==> src/rtl/bsf_pkg.sv <==
package bsf_pkg;

  typedef enum logic [1:0] {
    TS_RUN    = 2'd0,
    TS_WAIT   = 2'd1,
    TS_FREE   = 2'd2
  } thr_state_e;

  // True when one more arrival reaches the programmed participant count.
  function automatic logic arrival_completes(input int unsigned seen,
                                             input int unsigned total);
    return (seen + 1) == total;
  endfunction

  // True when a setup count lies outside 1..limit.
  function automatic logic count_rejected(input int unsigned cnt,
                                          input int unsigned limit);
    return (cnt == 0) || (cnt > limit);
  endfunction

endpackage

==> src/rtl/bsf_addr_match.sv <==
module bsf_addr_match #(
  parameter int ADDR_W = 32
) (
  input  logic [ADDR_W-1:0] addr,
  input  logic [ADDR_W-1:0] line_a,
  input  logic [ADDR_W-1:0] line_b,
  input  logic [ADDR_W-1:0] exit_line,
  input  logic              alt_mode,
  input  logic              phase_b,
  output logic              hit_any,
  output logic              hit_cur,
  output logic              hit_exit
);
  logic [ADDR_W-1:0] cur_line;
  logic              eq_a, eq_b, eq_x;

  always_comb begin
    eq_a     = (addr == line_a);
    eq_b     = (addr == line_b);
    eq_x     = (addr == exit_line);
    cur_line = (alt_mode && phase_b) ? line_b : line_a;
    hit_cur  = (addr == cur_line);
    hit_exit = !alt_mode && eq_x;
    hit_any  = eq_a || (alt_mode ? eq_b : eq_x);
  end
endmodule

==> src/rtl/bsf_thread_fsm.sv <==
module bsf_thread_fsm
  import bsf_pkg::*;
(
  input  logic       clk,
  input  logic       rst_n,
  input  logic       clr,
  input  logic       participant,
  input  logic       alt_mode,
  input  logic       arr_inval,
  input  logic       exit_inval,
  input  logic       release_all,
  output thr_state_e state,
  output logic       arrive_ok
);
  thr_state_e nxt;

  always_comb begin
    arrive_ok = arr_inval &&
                ((state == TS_RUN) || (state == TS_FREE && alt_mode));
    nxt = state;
    unique case (state)
      TS_RUN:  if (arr_inval) nxt = TS_WAIT;
      TS_WAIT: nxt = TS_WAIT;
      TS_FREE: begin
        if (alt_mode && arr_inval)       nxt = TS_WAIT;
        else if (!alt_mode && exit_inval) nxt = TS_RUN;
      end
      default: nxt = TS_RUN;
    endcase
    if (release_all && participant) nxt = TS_FREE;
    if (clr) nxt = TS_RUN;
  end

  always_ff @(posedge clk) begin
    if (!rst_n) state <= TS_RUN;
    else        state <= nxt;
  end
endmodule

==> src/rtl/bsf_grant_arb.sv <==
module bsf_grant_arb #(
  parameter int N     = 8,
  parameter int TID_W = 3
) (
  input  logic [N-1:0]     pending,
  input  logic [N-1:0]     eligible,
  output logic             pick_valid,
  output logic [TID_W-1:0] pick_tid,
  output logic [N-1:0]     pick_onehot
);
  logic [N-1:0] ready;

  always_comb begin
    ready       = pending & eligible;
    pick_valid  = |ready;
    pick_tid    = '0;
    pick_onehot = '0;
    for (int i = N - 1; i >= 0; i--) begin
      if (ready[i]) begin
        pick_tid    = TID_W'(i);
        pick_onehot = N'(1) << i;
      end
    end
  end
endmodule

==> src/rtl/barrier_snoop_filter.sv <==
module barrier_snoop_filter
  import bsf_pkg::*;
#(
  parameter int NUM_THREADS = 8,
  parameter int ADDR_W      = 32,
  localparam int TID_W      = (NUM_THREADS > 1) ? $clog2(NUM_THREADS) : 1,
  localparam int CNT_W      = $clog2(NUM_THREADS + 1)
) (
  input  logic              clk,
  input  logic              rst_n,
  input  logic              cfg_we,
  input  logic [CNT_W-1:0]  cfg_count,
  input  logic              cfg_alt,
  input  logic [ADDR_W-1:0] cfg_line_a,
  input  logic [ADDR_W-1:0] cfg_line_b,
  input  logic [ADDR_W-1:0] cfg_exit,
  output logic              cfg_err,
  input  logic              req_valid,
  input  logic              req_inval,
  input  logic [ADDR_W-1:0] req_addr,
  input  logic [TID_W-1:0]  req_tid,
  output logic              grant_valid,
  output logic [TID_W-1:0]  grant_tid,
  output logic              pass_valid,
  output logic              pass_inval,
  output logic [ADDR_W-1:0] pass_addr,
  output logic [TID_W-1:0]  pass_tid
);
  // setup state
  logic [CNT_W-1:0]  total_q;
  logic              alt_q, configured_q, phase_q;
  logic [ADDR_W-1:0] line_a_q, line_b_q, exit_q;
  logic [CNT_W-1:0]  arrived_cnt;
  logic [NUM_THREADS-1:0] pend_q;

  // named internal events
  logic cfg_bad, cfg_take;
  logic req_part, snoop_live, barrier_hit, fill_hit;
  logic hit_any, hit_cur, hit_exit;
  logic arrive_evt, release_evt;
  logic [NUM_THREADS-1:0] part_mask, blocked, released, arrive_vec, eligible;
  logic [NUM_THREADS-1:0] pick_onehot;
  logic                   pick_valid;
  logic [TID_W-1:0]       pick_tid;
  thr_state_e             thr_state [NUM_THREADS];

  always_comb begin
    cfg_bad     = count_rejected(32'(cfg_count), 32'(NUM_THREADS));
    cfg_take    = cfg_we && !cfg_bad;
    req_part    = configured_q && (CNT_W'(req_tid) < total_q);
    snoop_live  = req_valid && !cfg_we && req_part;
    barrier_hit = snoop_live && hit_any;
    fill_hit    = barrier_hit && !req_inval;
    arrive_evt  = |arrive_vec;
    release_evt = arrive_evt &&
                  arrival_completes(32'(arrived_cnt), 32'(total_q));
    eligible    = part_mask & ~blocked;
  end

  bsf_addr_match #(.ADDR_W(ADDR_W)) match_i (
    .addr      (req_addr),
    .line_a    (line_a_q),
    .line_b    (line_b_q),
    .exit_line (exit_q),
    .alt_mode  (alt_q),
    .phase_b   (phase_q),
    .hit_any   (hit_any),
    .hit_cur   (hit_cur),
    .hit_exit  (hit_exit)
  );

  for (genvar g = 0; g < NUM_THREADS; g++) begin : g_thr
    logic tid_sel;
    assign tid_sel      = (req_tid == TID_W'(g));
    assign part_mask[g] = configured_q && (CNT_W'(g) < total_q);

    bsf_thread_fsm fsm_i (
      .clk         (clk),
      .rst_n       (rst_n),
      .clr         (cfg_take),
      .participant (part_mask[g]),
      .alt_mode    (alt_q),
      .arr_inval   (snoop_live && req_inval && hit_cur && tid_sel),
      .exit_inval  (snoop_live && req_inval && hit_exit && tid_sel),
      .release_all (release_evt),
      .state       (thr_state[g]),
      .arrive_ok   (arrive_vec[g])
    );

    assign blocked[g]  = (thr_state[g] == TS_WAIT);
    assign released[g] = (thr_state[g] == TS_FREE);
  end

  bsf_grant_arb #(.N(NUM_THREADS), .TID_W(TID_W)) arb_i (
    .pending     (pend_q),
    .eligible    (eligible),
    .pick_valid  (pick_valid),
    .pick_tid    (pick_tid),
    .pick_onehot (pick_onehot)
  );

  // setup registers
  always_ff @(posedge clk) begin
    if (!rst_n) begin
      total_q      <= '0;
      alt_q        <= 1'b0;
      configured_q <= 1'b0;
      line_a_q     <= '0;
      line_b_q     <= '0;
      exit_q       <= '0;
      cfg_err      <= 1'b0;
    end else if (cfg_we) begin
      cfg_err <= cfg_bad;
      if (!cfg_bad) begin
        total_q      <= cfg_count;
        alt_q        <= cfg_alt;
        configured_q <= 1'b1;
        line_a_q     <= cfg_line_a;
        line_b_q     <= cfg_line_b;
        exit_q       <= cfg_exit;
      end
    end
  end

  // arrival counter and alternating phase
  always_ff @(posedge clk) begin
    if (!rst_n || cfg_take) begin
      arrived_cnt <= '0;
      phase_q     <= 1'b0;
    end else if (release_evt) begin
      arrived_cnt <= '0;
      phase_q     <= alt_q ? !phase_q : phase_q;
    end else if (arrive_evt) begin
      arrived_cnt <= arrived_cnt + 1'b1;
    end
  end

  // held fill flags and grant register
  always_ff @(posedge clk) begin
    if (!rst_n || cfg_take) begin
      pend_q      <= '0;
      grant_valid <= 1'b0;
      grant_tid   <= '0;
    end else begin
      pend_q <= (pend_q & ~(pick_valid ? pick_onehot : '0)) |
                (fill_hit ? (NUM_THREADS'(1) << req_tid) : '0);
      grant_valid <= pick_valid;
      grant_tid   <= pick_tid;
    end
  end

  // forwarding of traffic that does not concern the barrier
  always_ff @(posedge clk) begin
    if (!rst_n) begin
      pass_valid <= 1'b0;
      pass_inval <= 1'b0;
      pass_addr  <= '0;
      pass_tid   <= '0;
    end else begin
      pass_valid <= req_valid && !cfg_we && !barrier_hit;
      pass_inval <= req_inval;
      pass_addr  <= req_addr;
      pass_tid   <= req_tid;
    end
  end

endmodule


==> config.mk <==
export PLATFORM = sky130hd
export DESIGN_NAME = barrier_snoop_filter
export DESIGN_NICKNAME = d
export VERILOG_FILES = /design/src/rtl/bsf_pkg.sv /design/src/rtl/bsf_addr_match.sv /design/src/rtl/bsf_thread_fsm.sv /design/src/rtl/bsf_grant_arb.sv /design/src/rtl/barrier_snoop_filter.sv
export SDC_FILE = /design/constraint.sdc
export NUM_CORES = 1
export LEC_CHECK = 0
export BUFFER_PORTS_ARGS = -buffer_cell sky130_fd_sc_hd__buf_2
export CORE_MARGIN = 4
export CORE_UTILIZATION = 40
export DETAILED_ROUTE_END_ITERATION = 7
export SLEW_MARGIN = 10
export SYNTH_ARGS = -nofsm -noshare
export SYNTH_HDL_FRONTEND = slang
export SYNTH_SLANG_ARGS = --single-unit
==> constraint.sdc <==
create_clock -name clk -period 4.9 [get_ports clk]
set_input_delay 0.98 -clock clk [delete_from_list [all_inputs] [get_ports clk]]
set_output_delay 0.98 -clock clk [all_outputs]
set_load 0.005 [all_outputs]
Yosys cells after proc, flatten, opt, wreduce, memory -nomap -nowiden
Index checks and enable logic that the tools add are counted.
{ "classes": {"add_sub_neg": 2, "magnitude_cmp": 10, "eq_ne": 60, "n_shift": 1, "n_mux": 59, "n_bitwise": 8, "n_reduce_logical": 138} }
{ "op_table": {"columns": ["cell", "n"], "rows": [
  ["== test 32 bit", 4],
  ["2-to-1 mux 8 bit", 10],
  ["logical AND 1 bit", 77],
  ["2-to-1 mux 2 bit", 34],
  ["case mux 2 bit (3 select lines)", 8],
  ["AND reduction 2 bit", 18],
  ["2-to-1 mux 32 bit", 1],
  ["inequality test 4 x 1 -> 1 bit, second input constant", 8],
  ["OR reduction 3 bit", 9],
  ["AND 8 bit", 3],
  ["inequality test 3 x 1 -> 1 bit, second input constant", 8],
  ["inequality test 3 x 2 -> 1 bit, second input constant", 8],
  ["== test 2 x 1 -> 1 bit, second input constant", 8],
  ["== test 2 bit, second input constant", 8],
  ["logical NOT 2 bit", 8],
  ["less-than comparator 3 x 4 -> 1 bit, first input constant", 4],
  ["inequality test 2 x 1 -> 1 bit, second input constant", 8],
  ["NOT 8 bit", 2],
  ["OR reduction 8 bit", 2],
  ["== test 3 bit, second input constant", 4],
  ["2-to-1 mux 3 bit", 4],
  ["logical OR 1 bit", 11],
  ["less-than comparator 1 x 4 -> 1 bit, first input constant", 2],
  ["less-than comparator 2 x 4 -> 1 bit, first input constant", 2],
  ["other kinds (16)", 27]
]} }
{ "word_totals": {"reg_bits": 173, "word_cells": 312} }

Depth between registers and ports, before layout
Gate-level depths: netlist of run 1.
{ "logic_depth": {"ltp_word": 16, "ltp_mapped": 12} }

Cells and area by module
A second synthesis of run 1 with hierarchy kept.
{ "unflattened": {"hier_cells": 974, "area_unflattened_um2": 8157.8} }
{ "modules_own_cells": {"columns": ["mod", "instances", "cells_per_inst", "area_per_inst_um2", "seq_area_each_um2"], "rows": [
  ["barrier_snoop_filter", 1, 704, 5845.6, 3143.0],
  ["bsf_addr_match", 1, 145, 1168.6, 0.0],
  ["bsf_thread_fsm", 8, 12, 118.9, 40.0],
  ["bsf_grant_arb", 1, 29, 192.7, 0.0]
]} }

Worst setup path before layout of run 1
OpenSTA, ideal clock, no wires.
{ "synth_timing": {"path_kind": "input to register", "startpoint": "input req_tid[1]", "endpoint": "register g_thr[0].fsm_i.state[0]", "t_arrival_ns": 2.564, "setup_slack_ns": 2.217, "cell_stages": 9, "n_path_buf": 3, "cell_sequence": "ha_1 -> a211oi_2 -> o311a_1 -> and2_1 -> buf_4 -> o211a_1 -> buf_6 -> buf_8 -> o221a_1"} }
{ "synth_via": {"elab_chain_cells": 11, "word_cells_on_any_way": 42, "cone_classes": "1 x order compare; 9 x eq/ne; 2 x mux; 30 x reduce/logical"} }
{ "synth_rtl": {"columns": ["item", "line_no", "rtl"], "rows": [
  ["start, declared", "barrier_snoop_filter.sv:21", "input logic [TID_W-1:0] req_tid,"],
  ["less-than comparator 3 x 4 -> 1 bit", "barrier_snoop_filter.sv:50", "req_part = configured_q && (CNT_W'(req_tid) < total_q);"],
  ["logical AND 1 bit", "barrier_snoop_filter.sv:50", null],
  ["logical AND 1 bit", "barrier_snoop_filter.sv:51", "snoop_live = req_valid && !cfg_we && req_part;"],
  ["logical AND 1 bit", "barrier_snoop_filter.sv:83, barrier_snoop_filter.sv:84", null],
  ["logical AND 1 bit (2 in series)", "barrier_snoop_filter.sv:83", ".arr_inval (snoop_live && req_inval && hit_cur && tid_sel),"],
  ["logical AND 1 bit", "bsf_thread_fsm.sv:18", "arrive_ok = arr_inval &&"],
  ["OR reduction 8 bit", "barrier_snoop_filter.sv:54", "arrive_evt = |arrive_vec;"],
  ["logical AND 1 bit", "barrier_snoop_filter.sv:55", "release_evt = arrive_evt &&"],
  ["logical AND 1 bit", "bsf_thread_fsm.sv:30", "if (release_all && participant) nxt = TS_FREE;"],
  ["OR reduction 3 bit (no line)", null, null],
  ["end signal, assigned", "bsf_thread_fsm.sv:36", "else state <= nxt;"],
  ["end, declared", "bsf_thread_fsm.sv:12", "output thr_state_e state,"]
]} }
Several ways; a longest one is shown, not always the timed one.
A chain may end at the register's enable or synchronous reset.

Final worst setup path of run 1
{ "layout_timing": {"startpoint": "input req_addr[29]", "endpoint": "register g_thr[3].fsm_i.state[0]"} }
{ "layout_via": {"elab_chain_cells": 8, "word_cells_on_any_way": 33, "cone_classes": "4 x eq/ne; 2 x mux; 27 x reduce/logical"} }
{ "layout_rtl": {"columns": ["item", "line_no", "rtl"], "rows": [
  ["start, declared", "barrier_snoop_filter.sv:20", "input logic [ADDR_W-1:0] req_addr,"],
  ["== test 32 bit", "bsf_addr_match.sv:22", "hit_cur = (addr == cur_line);"],
  ["logical AND 1 bit (2 in series)", "barrier_snoop_filter.sv:83", null],
  ["logical AND 1 bit", "bsf_thread_fsm.sv:18", null],
  ["OR reduction 8 bit", "barrier_snoop_filter.sv:54", null],
  ["logical AND 1 bit", "barrier_snoop_filter.sv:55", null],
  ["logical AND 1 bit", "bsf_thread_fsm.sv:30", null],
  ["OR reduction 3 bit (no line)", null, null],
  ["end signal, assigned", "bsf_thread_fsm.sv:36", null],
  ["end, declared", "bsf_thread_fsm.sv:12", null]
]} }
Several ways; a longest one is shown, not always the timed one.

==> results.sh, run 1 <==
export IMPL_antenna_found_initial=2
export IMPL_crit_chain="buf_2, xor2_1, nor4_1, nand2_1, nor4_4, o211a_1, nand3_1, and4b_1"
export IMPL_p_leak_nw=4.117
export IMPL_ios=183
export IMPL_grt_max_degree=131
export IMPL_firstDrtPassIters=5
export IMPL_cts_resized=0
export IMPL_crit_path_max_fanout=18
export IMPL_p_seq_frac=0.456
export IMPL_dpl_hpwl_um=18260
export IMPL_fin_crit_sh=0.6233
export IMPL_diodes=0
export IMPL_post_drt_via_cell_ratio=5.134
export IMPL_async_flop_share=0
export IMPL_seq_area_frac_synth=0.4249
export IMPL_routed_wirelength_um=24780
export IMPL_clock_sinks=173
export IMPL_die_x_um=150.7
export IMPL_first_global_vias=6813
export IMPL_finClkSkew_ns=0.01254
export IMPL_grt_pass1_wl_um=37760
export IMPL_clkSlewWorstSetupHoldPaths_ns=0.07
export IMPL_syn_area_mm2=0.008150
export IMPL_relSlewSlack=0.2552
export IMPL_max_vdd_ir_drop_v=0.0002122
export IMPL_hp_class="reg2reg"
export IMPL_cts_max_level=4
export IMPL_switching_power_mw=0.8722
export IMPL_yosys_area_top_type="dfxtp_1"
export IMPL_io_buffers=182
export IMPL_fin_nets=1250
export IMPL_critical_path_top_delay_family="simple AND/OR/NAND/NOR gates"
export IMPL_cpPeakStageDelay_ns=0.65
export IMPL_crit_buf_inv=1
export IMPL_end_kind="flop"
export IMPL_final_setup_viol_count=0
export IMPL_syn_inst=959
export IMPL_ys_warn_count=0
export IMPL_dieHeight_um=150.7
export IMPL_tns_ns=0
export IMPL_drt_iter0_drc=432
export IMPL_synth_edff_count=0
export IMPL_hold_buffers=0
export IMPL_drv_cap=0
export IMPL_synth_nets=1103
export IMPL_run_status="finished clean"
export IMPL_initial_core_util=0.4120
export IMPL_rows=51
export IMPL_synth_top_area_frac=0.4249
export IMPL_area_growth_pct=20.20
export IMPL_wl_per_cell_um=17.91
export IMPL_finalMaxSlewViolations=0
export IMPL_power_frac_clock=0.433
export IMPL_cts_buffer_depth=2
export IMPL_route_vias_total=7105
export IMPL_cts_root_buffer="clkbuf_16"
export IMPL_numCtsBuffers=17
export IMPL_place_ws_ns=1.458
export IMPL_total_power_mw=3.317
export IMPL_critPathKind="in2reg"
export IMPL_synth_area_per_cell_um2=8.499
export IMPL_synth_flop_cell="dfxtp_1"
export IMPL_internal_power_mw=2.445
export IMPL_fmax_mhz=327.4
export IMPL_fp_dieArea_mm2=0.02272
export IMPL_start_kind="primary input"
export IMPL_p_sw_frac=0.2629
export IMPL_power_frac_comb=0.112
export IMPL_hold_viol=0
export IMPL_crit_slowest_cell="o211a_1"
export IMPL_synthDistinctLibCells=69
export IMPL_cts_tree="yes"
export IMPL_routabilityCongestion=0.8542
export IMPL_ys_top_cells_by_area="dfxtp_1, nand2_1, xor2_1"
export IMPL_holdWs_ns=0.4716
export IMPL_drc_errors=0
export IMPL_drive_gt1_frac=0.2172
export IMPL_ys_ff_latch=173
export IMPL_tightest_slew_ns=1.117
export IMPL_rsz0062_at_grt="false"
export IMPL_track_usage=0.2182
export IMPL_final_min_clock_period_ns=3.054
export IMPL_worst_slack_ns=1.846
export IMPL_crit_required_ns=5.23
export IMPL_worstSkewPairLatency_ns=0.44
export IMPL_critical_path_arrival_ns=3.39
export IMPL_grt_ovfl_total=0
export IMPL_antenna_left=0
export IMPL_core_mm2=0.01978
export IMPL_power_density_mw_per_mm2=338.6
export IMPL_postCtsSetupBuffers=0
-- cell usage after synthesis, drive strengths merged (10+ instances only) --
cell and n:
and2 45, a21boi 101, xnor2 10, nand2 232, nand4 11, xor2 90, clkbuf 44, nand2b 11
nand3 27, buf 14, o21ai 25, dfxtp 173, nor4 24, inv 16, a21oi 25, nor2 11
-- power by group through the flow --
stage / clock network (mW) / logic, mW / registers, mW
floorplan: 0 / 0.212 / 1.53
global placement: 0 / 0.368 / 1.54
detailed placement: 0 / 0.371 / 1.54
CTS: 1.46 / 0.373 / 1.51
global route: 1.53 / 0.409 / 1.52
finish: 1.44 / 0.370 / 1.51
-- cell usage in the layout, fill, tap and decap left out, types with 7 or more instances in the layout --
cell type  synthesis  final
a21boi_0         100    100
a21oi_1           22     22
and2_1            43     42
and3_1             9      9
buf_2              9    181
clkbuf_16          0     17
dfxtp_1          173    173
inv_1             15     15
nand2_1          230    229
nand2b_1          11     11
nand3_1           26     26
nand4_1           10     10
nor2_1            11     11
nor3_1             7      7
nor4_1            22     22
o211ai_1           7      7
o21ai_0           20     20
xnor2_1           10     10
xor2_1            90     90
-- cell families (layout without fill, tap and decap cells) --
| logic type | Yosys count | after routing | synth area share |
|---|---|---|---|
| flip-flops | 173 | 173 | 0.4249 |
| adder cells (fa/ha/maj) | 3 | 3 | 0.004606 |
| AND/OR/NAND/NOR | 400 | 400 | 0.2363 |
| AO/OA/AOI/OAI | 206 | 206 | 0.1839 |
| multiplexers | 3 | 3 | 0.003685 |
| buffers and inverters | 74 | 234 | 0.03914 |
| XOR/XNOR | 100 | 100 | 0.1075 |
-- state kept, by name, indices dropped and copies added (netlist names) --
name	cells
phase_q	1
pass_inval	1
alt_q	1
pass_valid	1
g_thr.fsm_i.state	16
line_a_q	32
line_b_q	32
cfg_err	1
pend_q	8
pass_addr	32
total_q	4
exit_q	32
configured_q	1
grant_valid	1
arrived_cnt	4
grant_tid	3
pass_tid	3
-- per-stage QoR --
| step | instance area (um^2) | util | instances |
|---|---|---|---|
| 2_1_floorplan | 8150 | - | 959 |
| 3_3_place_gp | 9176 | 0.4639 | 1352 |
| 3_5_place_dp | 9176 | 0.4639 | 1352 |
| 4_1_cts | 9797 | 0.4953 | 1384 |
| 5_1_grt | 9797 | 0.4953 | 1384 |
| 6_report | 9797 | 0.4953 | 1384 |
-- worst min-delay path, cell delays in order (launching register included) --
cell	delay, ns
dfxtp_1	0.32
nand3_1	0.06
o21ai_0	0.06
-- metal layers --
metal | up-vias | routed length, um | track usage | share of wire
met4 | 4 | 536 | 0.06800 | 0.022
met1 | 3282 | 11310 | 0.2960 | 0.46
met2 | 231 | 11070 | 0.3367 | 0.45
li1 | 3548 | - | - | -
met5 | - | 24 | 0 | 0.00097
met3 | 40 | 1842 | 0.06201 | 0.074
-- final timing paths --
path	endpoint	depth (start not counted)	slack (ns)	start
max	g_thr[3].fsm_i.state[0]$_SDFFE_PP0P_	8	1.85	req_addr[29]
min	pend_q[0]$_SDFF_PP0_	2	0.47	pend_q[0]$_SDFF_PP0_
max reg2reg	g_thr[3].fsm_i.state[0]$_SDFFE_PP0P_	8	1.97	total_q[1]$_SDFFE_PN0P_
min reg2reg	pend_q[0]$_SDFF_PP0_	2	0.47	pend_q[0]$_SDFF_PP0_
-- cell type report --
cell class,count,area [um^2]
Inverter,16,60.06
Sequential cell,173,3463
Timing Repair Buffer,186,943.4
Multi-Input combinational cell,712,4378
Fill cell,1990,9985
Tap cell,265,331.6
Clock buffer,18,439.2
Clock inverter,14,181.4
Note: power is estimated with default switching activity, not from simulation.
==> inputs of run 2 (changes only) <==
Settings changed: ABC_AREA from default to 1.
Clock period 4.9 ns to 2.72 ns, I/O delays scaled along.
==> run 2 against run 1 <==
Against the previous run:
- sequential share of layout area is 2.5 points lower
- synthesized cell count is 29% higher
- register-to-register slack worse by 1.7 ns
- final area is 7.8% higher
- clock power is 83% higher
- clock-buffer cell count is 3 higher
- area after synthesis is 3.8% higher
- final cell count is 24% higher
- critical path depth is 10 higher
- worst hold slack worse by 0.14 ns
- global-route usage is 0.19 points higher
- combinational power is 140% higher
- critical path type is now reg2reg
- largest cell class unchanged
==> results.sh, run 2 <==
export IMPL_run_status="finished clean"
export IMPL_fin_util=0.5153
export IMPL_crit_slowest_cell="dfxtp_2"
export IMPL_drt_iter0_drc=730
export IMPL_worstSkewPairLatency_ns=0.43
export IMPL_tightest_slew_ns=0.7602
export IMPL_cpPeakStageDelay_ns=0.36
export IMPL_crit_path_max_fanout=6
export IMPL_synth_common_cells="nand2_1, nor2_1, dfxtp_1"
export IMPL_cts_tree="yes"
export IMPL_synth_top_area_frac=0.4094
export IMPL_fin_nets=1578
export IMPL_fmax_mhz=407.6
export IMPL_io_buffers=182
export IMPL_clkSlewWorstSetupHoldPaths_ns=0.06
export IMPL_grt_ovfl_total=0
export IMPL_rsz0062_at_grt="false"
export IMPL_ys_top_cells_by_area="dfxtp_1, nand2_1, nor2_1"
export IMPL_switching_power_mw=1.685
export IMPL_holdWs_ns=0.3294
export IMPL_hold_buffers=0
export IMPL_syn_inst=1235
export IMPL_route_vias_total=8482
export IMPL_start_kind="flop"
export IMPL_final_setup_viol_count=0
export IMPL_firstDrtPassIters=5
export IMPL_clock_sinks=173
export IMPL_p_seq_frac=0.441
export IMPL_crit_required_ns=3.05
export IMPL_synthDistinctLibCells=37
export IMPL_finClkSkew_ns=0.01171
export IMPL_internal_power_mw=4.593
export IMPL_first_global_vias=7802
export IMPL_post_drt_via_cell_ratio=4.937
export IMPL_drive_gt1_frac=0.1928
export IMPL_end_kind="flop"
export IMPL_rows=52
export IMPL_dieHeight_um=153.4
export IMPL_area_growth_pct=24.85
export IMPL_routed_wirelength_um=26710
export IMPL_fin_crit_sh=0.9020
export IMPL_ys_ff_latch=173
export IMPL_power_frac_comb=0.140
export IMPL_seq_area_mm2=0.003465
export IMPL_core_mm2=0.02049
export IMPL_final_common_cell="nand2_1"
export IMPL_crit_buf_inv=5
export IMPL_antenna_found_initial=2
export IMPL_max_vdd_ir_drop_v=0.0003764
export IMPL_final_cell_mix="nand2_1, nor2_1, buf_2"
export IMPL_yosysMostFrequentCell="nand2_1"
export IMPL_power_density_mw_per_mm2=594.4
export IMPL_critical_path_top_delay_family="simple AND/OR/NAND/NOR gates"
export IMPL_final_min_clock_period_ns=2.454
export IMPL_synth_flop_cell="dfxtp_1"
export IMPL_drv_cap=0
export IMPL_synth_area_per_cell_um2=6.850
export IMPL_dpl_hpwl_um=20130
export IMPL_numCtsBuffers=17
export IMPL_finalMaxSlewViolations=0
export IMPL_synth_edff_count=0
export IMPL_cts_buffer_depth=2
export IMPL_initial_core_util=0.4128
export IMPL_die_x_um=153.4
export IMPL_fillers=2160
export IMPL_ios=183
export IMPL_cts_root_buffer="clkbuf_16"
export IMPL_syn_area_mm2=0.008459
export IMPL_p_leak_nw=5.019
export IMPL_drc_errors=0
export IMPL_cts_max_level=4
export IMPL_p_sw_frac=0.2684
export IMPL_ys_warn_count=0
export IMPL_fp_dieArea_mm2=0.02354
export IMPL_relSlewSlack=0.4932
export IMPL_antenna_left=0
export IMPL_grt_max_degree=141
export IMPL_synth_nets=1379
export IMPL_wl_per_cell_um=15.55
export IMPL_multi_input_area_mm2=0.004238
export IMPL_critPathKind="reg2reg"
export IMPL_power_frac_clock=0.419
export IMPL_track_usage=0.2201
export IMPL_tns_ns=0
export IMPL_async_flop_share=0
export IMPL_grt_pass1_wl_um=41750
export IMPL_critical_path_arrival_ns=2.78
export IMPL_yosys_area_top_type="dfxtp_1"
export IMPL_routabilityCongestion=0.9239
export IMPL_hold_viol=0
export IMPL_crit_chain="inv_1, ha_1, inv_1, nor2_1, nand2_1, nand3_1, nor2_2, nand4_1, nor2_4, buf_4, buf_4, nand3_1, nand4_1, nand2_1, nor2_1, nor2_1, nand2_1, inv_1"
export IMPL_seq_area_frac_synth=0.4094
export IMPL_hp_class="in2reg"
[run 2: changes by cell type in the layout (fill, tap and decap cells not counted), sizes merged, moves of 9 or more]
cell | previous run | this run
nor2 | 11 | 199
inv | 20 | 154
o21ai | 25 | 131
a21boi | 101 | 2
xor2 | 90 | 20
a21oi | 25 | 72
buf | 186 | 231
and2 | 45 | 2
xnor2 | 10 | 48
nand3 | 27 | 64
nor4 | 24 | 6
nand2b | 11 | 0
nand4 | 11 | 20
[run 2: layout make-up]
type	instances	share of cell area
flip-flops and latches	173	0.3280
well taps	270	0.03199
inverters	151	0.05367
diodes	1	0.0002369
clock buffers	21	0.04549
multi-input cells	860	0.4013
repair buffers	231	0.1249
clock inverters	11	0.01445
[run 2: power groups by stage]
stage | Combinational [mW] | Sequential [mW] | Clock (mW)
after floorplan | 0.515 | 2.81 | 0
final | 0.880 | 2.77 | 2.63
after detailed placement | 0.880 | 2.82 | 0
after global routing | 0.992 | 2.78 | 2.78
after CTS | 0.884 | 2.77 | 2.68
after global placement | 0.872 | 2.82 | 0
[run 2: what timing repair did]
item | 4_1_cts | 5_1_grt
setup endpoints to repair | 0 | 20
buffers inserted | 0 | 2
gates resized for setup | 0 | 5
[run 2: worst register-to-register path, stage by stage, from the launching register on]
cell     delay [ns]
dfxtp_2        0.36
inv_1          0.10
ha_1           0.28
inv_1          0.05
nor2_1         0.04
nand2_1        0.08
nand3_1        0.10
nor2_2         0.15
nand4_1        0.17
nor2_4         0.23
buf_4          0.14
buf_4          0.12
nand3_1        0.09
nand4_1        0.15
nand2_1        0.07
nor2_1         0.08
nor2_1         0.05
nand2_1        0.06
inv_1          0.04
[run 2: cell families (layout without fill, tap and decap cells)]
family          Yosys count  in the layout  share of synthesized area
compound gates          237            237                     0.1515
xor+xnor                 68             68                    0.07040
fa+ha+maj                 3              3                   0.004438
buf+inv                 203            414                    0.09377
flops                   173            173                     0.4094
other cells               0              1                          0
simple gates            551            552                     0.2705
[run 2: through the flow]
step	cells	total power, mW	cell area [um^2]	worst slack (ns)
2_1_floorplan	1235	3.323	8459	0.3296
3_3_place_gp	1682	3.691	9886	0.02443
3_5_place_dp	1682	3.702	9886	-0.07354
4_1_cts	1714	6.330	10520	0.1211
5_1_grt	1717	6.556	10560	0.01668
6_report	1718	6.278	10560	0.2665
[run 2: final timing paths]
check,from,to,slack [ns],cells past startpoint
worst max-delay path,total_q[2]$_SDFFE_PN0P_,g_thr[2].fsm_i.state[0]$_SDFFE_PP0P_,0.27,18
worst min-delay path,req_inval,pass_inval$_SDFF_PN0_,0.33,3
worst max register to register,total_q[2]$_SDFFE_PN0P_,g_thr[2].fsm_i.state[0]$_SDFFE_PP0P_,0.27,18
worst min register to register,pend_q[0]$_SDFF_PP0_,pend_q[0]$_SDFF_PP0_,0.45,2
[run 2: layer usage]
metal	wire length [um]	part of all wire	global-route usage	up-vias
li1	-	-	-	4368
met1	12590	0.47	0.3045	3853
met2	12070	0.45	0.3466	227
met3	1554	0.058	0.05598	30
met4	466	0.017	0.05257	4
met5	34	0.0013	0	-
==> inputs of run 3 (changes only) <==
Settings changed: ABC_AREA 1 to 0.
==> run 3 against run 2 <==
Against the previous run:
- via count down 15%
- core utilization down 0.89 points
- clock-buffer cell count down 1
- setup slack worse by 0.020 ns
- final cell count down 18%
- final area down 5.2%
- critical path depth down 10
==> results.sh, run 3 (synthesis gave the netlist of run 1 again) <==
export IMPL_final_setup_viol_count=0
export IMPL_start_kind="flop"
export IMPL_tightest_slew_ns=0.7753
export IMPL_final_min_clock_period_ns=2.473
export IMPL_r2r_slack_ns=0.25
export IMPL_rsz0062_at_grt="false"
export IMPL_cts_max_level=4
export IMPL_antenna_left=0
export IMPL_crit_path_max_fanout=18
export IMPL_worst_slack_ns=0.2469
export IMPL_track_usage=0.2206
export IMPL_grt_max_degree=140
export IMPL_core_mm2=0.01978
export IMPL_end_kind="flop"
export IMPL_route_vias_total=7221
export IMPL_drive_gt1_frac=0.2323
export IMPL_run_status="finished clean"
export IMPL_dieHeight_um=150.7
export IMPL_internal_power_mw=4.379
export IMPL_crit_slowest_cell="dfxtp_1"
export IMPL_p_sw_frac=0.2606
export IMPL_power_frac_comb=0.119
export IMPL_p_seq_frac=0.459
export IMPL_diodes=0
export IMPL_fmax_mhz=404.4
export IMPL_finalMaxSlewViolations=0
export IMPL_firstDrtPassIters=5
export IMPL_cts_buffer_depth=2
export IMPL_clkSlewWorstSetupHoldPaths_ns=0.07
export IMPL_holdWs_ns=0.3529
export IMPL_io_buffers=182
export IMPL_dpl_hpwl_um=18800
export IMPL_cts_root_buffer="clkbuf_16"
export IMPL_power_frac_clock=0.422
export IMPL_power_density_mw_per_mm2=591.3
export IMPL_numCtsBuffers=17
export IMPL_routabilityCongestion=0.8947
export IMPL_critical_path_top_delay_family="compound AO/OA/AOI/OAI gates"
export IMPL_max_vdd_ir_drop_v=0.0004344
export IMPL_hold_viol=0
export IMPL_p_leak_nw=4.246
export IMPL_fin_nets=1272
export IMPL_die_x_um=150.7
export IMPL_switching_power_mw=1.543
export IMPL_relSlewSlack=0.4831
export IMPL_cpPeakStageDelay_ns=0.57
export IMPL_final_cell_mix="nand2_1, buf_2, dfxtp_1"
export IMPL_first_global_vias=7007
export IMPL_critical_path_arrival_ns=2.80
export IMPL_crit_chain="and2_2, nand3_1, a221oi_2, o2111a_1, o211a_1, buf_12, nand2_2, o32ai_1"
export IMPL_postCtsSetupBuffers=0
export IMPL_rows=51
export IMPL_cts_tree="yes"
export IMPL_tns_ns=0
export IMPL_routed_wirelength_um=25030
export IMPL_grt_ovfl_total=0
export IMPL_finClkSkew_ns=0.008792
export IMPL_critPathKind="reg2reg"
export IMPL_cts_resized=0
export IMPL_place_ws_ns=0.06268
export IMPL_wl_per_cell_um=17.80
export IMPL_hold_buffers=0
export IMPL_crit_buf_inv=1
export IMPL_final_common_cell="nand2_1"
export IMPL_post_drt_via_cell_ratio=5.136
export IMPL_ios=183
export IMPL_worstSkewPairLatency_ns=0.43
export IMPL_fin_crit_sh=0.9092
export IMPL_drv_cap=0
export IMPL_drt_iter0_drc=490
export IMPL_hp_class="in2reg"
export IMPL_crit_required_ns=3.04
export IMPL_initial_core_util=0.4120
export IMPL_drc_errors=0
export IMPL_area_growth_pct=22.90
export IMPL_clock_sinks=173
export IMPL_antenna_found_initial=3
export IMPL_grt_pass1_wl_um=38340
export IMPL_fp_dieArea_mm2=0.02272
## run 3: routing by layer
layer | up-vias | GRT usage | wire, um
met5 | - | 0 | 40
met4 | 6 | 0.07570 | 579
met3 | 37 | 0.05689 | 1955
met2 | 240 | 0.3516 | 11550
met1 | 3348 | 0.2905 | 10910
li1 | 3590 | - | -
## run 3: stage by stage
step	std cells	area, um^2	utilization	power (mW)
final	1406	10020	0.5064	5.923
after detailed placement	1374	9417	0.4760	3.484
after CTS	1406	10020	0.5064	5.983
after global placement	1374	9417	0.4760	3.481
after global routing	1406	10020	0.5064	6.169
after floorplan	959	8150	-	3.139
## run 3: layout make-up
cell class / count / area [um^2]
inverters: 16 / 60.06
well taps: 265 / 331.6
multi-input cells: 712 / 4378
clock buffers: 20 / 466.7
repair buffers: 208 / 1184
flip-flops and latches: 173 / 3463
clock inverters: 12 / 133.9
fillers: 1971 / 9764
## run 3: power groups by stage
| stage | logic (mW) | clock network (mW) | registers (mW) |
|---|---|---|---|
| global placement | 0.708 | 0 | 2.77 |
| CTS | 0.714 | 2.55 | 2.72 |
| global route | 0.778 | 2.66 | 2.73 |
| finish | 0.706 | 2.50 | 2.72 |
| detailed placement | 0.710 | 0 | 2.77 |
| floorplan | 0.381 | 0 | 2.76 |
## run 3: final timing paths
check / to / cells after the start / startpoint
worst min register to register: pend_q[0]$_SDFF_PP0_ / 2 / pend_q[0]$_SDFF_PP0_
worst max register to register: g_thr[0].fsm_i.state[1]$_SDFFE_PP0P_ / 8 / alt_q$_SDFFE_PN0P_
worst min-delay path: line_b_q[28]$_SDFFE_PN0P_ / 3 / cfg_line_b[28]
worst max-delay path: g_thr[0].fsm_i.state[1]$_SDFFE_PP0P_ / 8 / alt_q$_SDFFE_PN0P_
## run 3: worst register-to-register path, cell delays in order, from the launching register on
cell	delay (ns)
dfxtp_1	0.57
and2_2	0.28
nand3_1	0.14
a221oi_2	0.29
o2111a_1	0.33
o211a_1	0.21
buf_12	0.16
nand2_2	0.09
o32ai_1	0.28
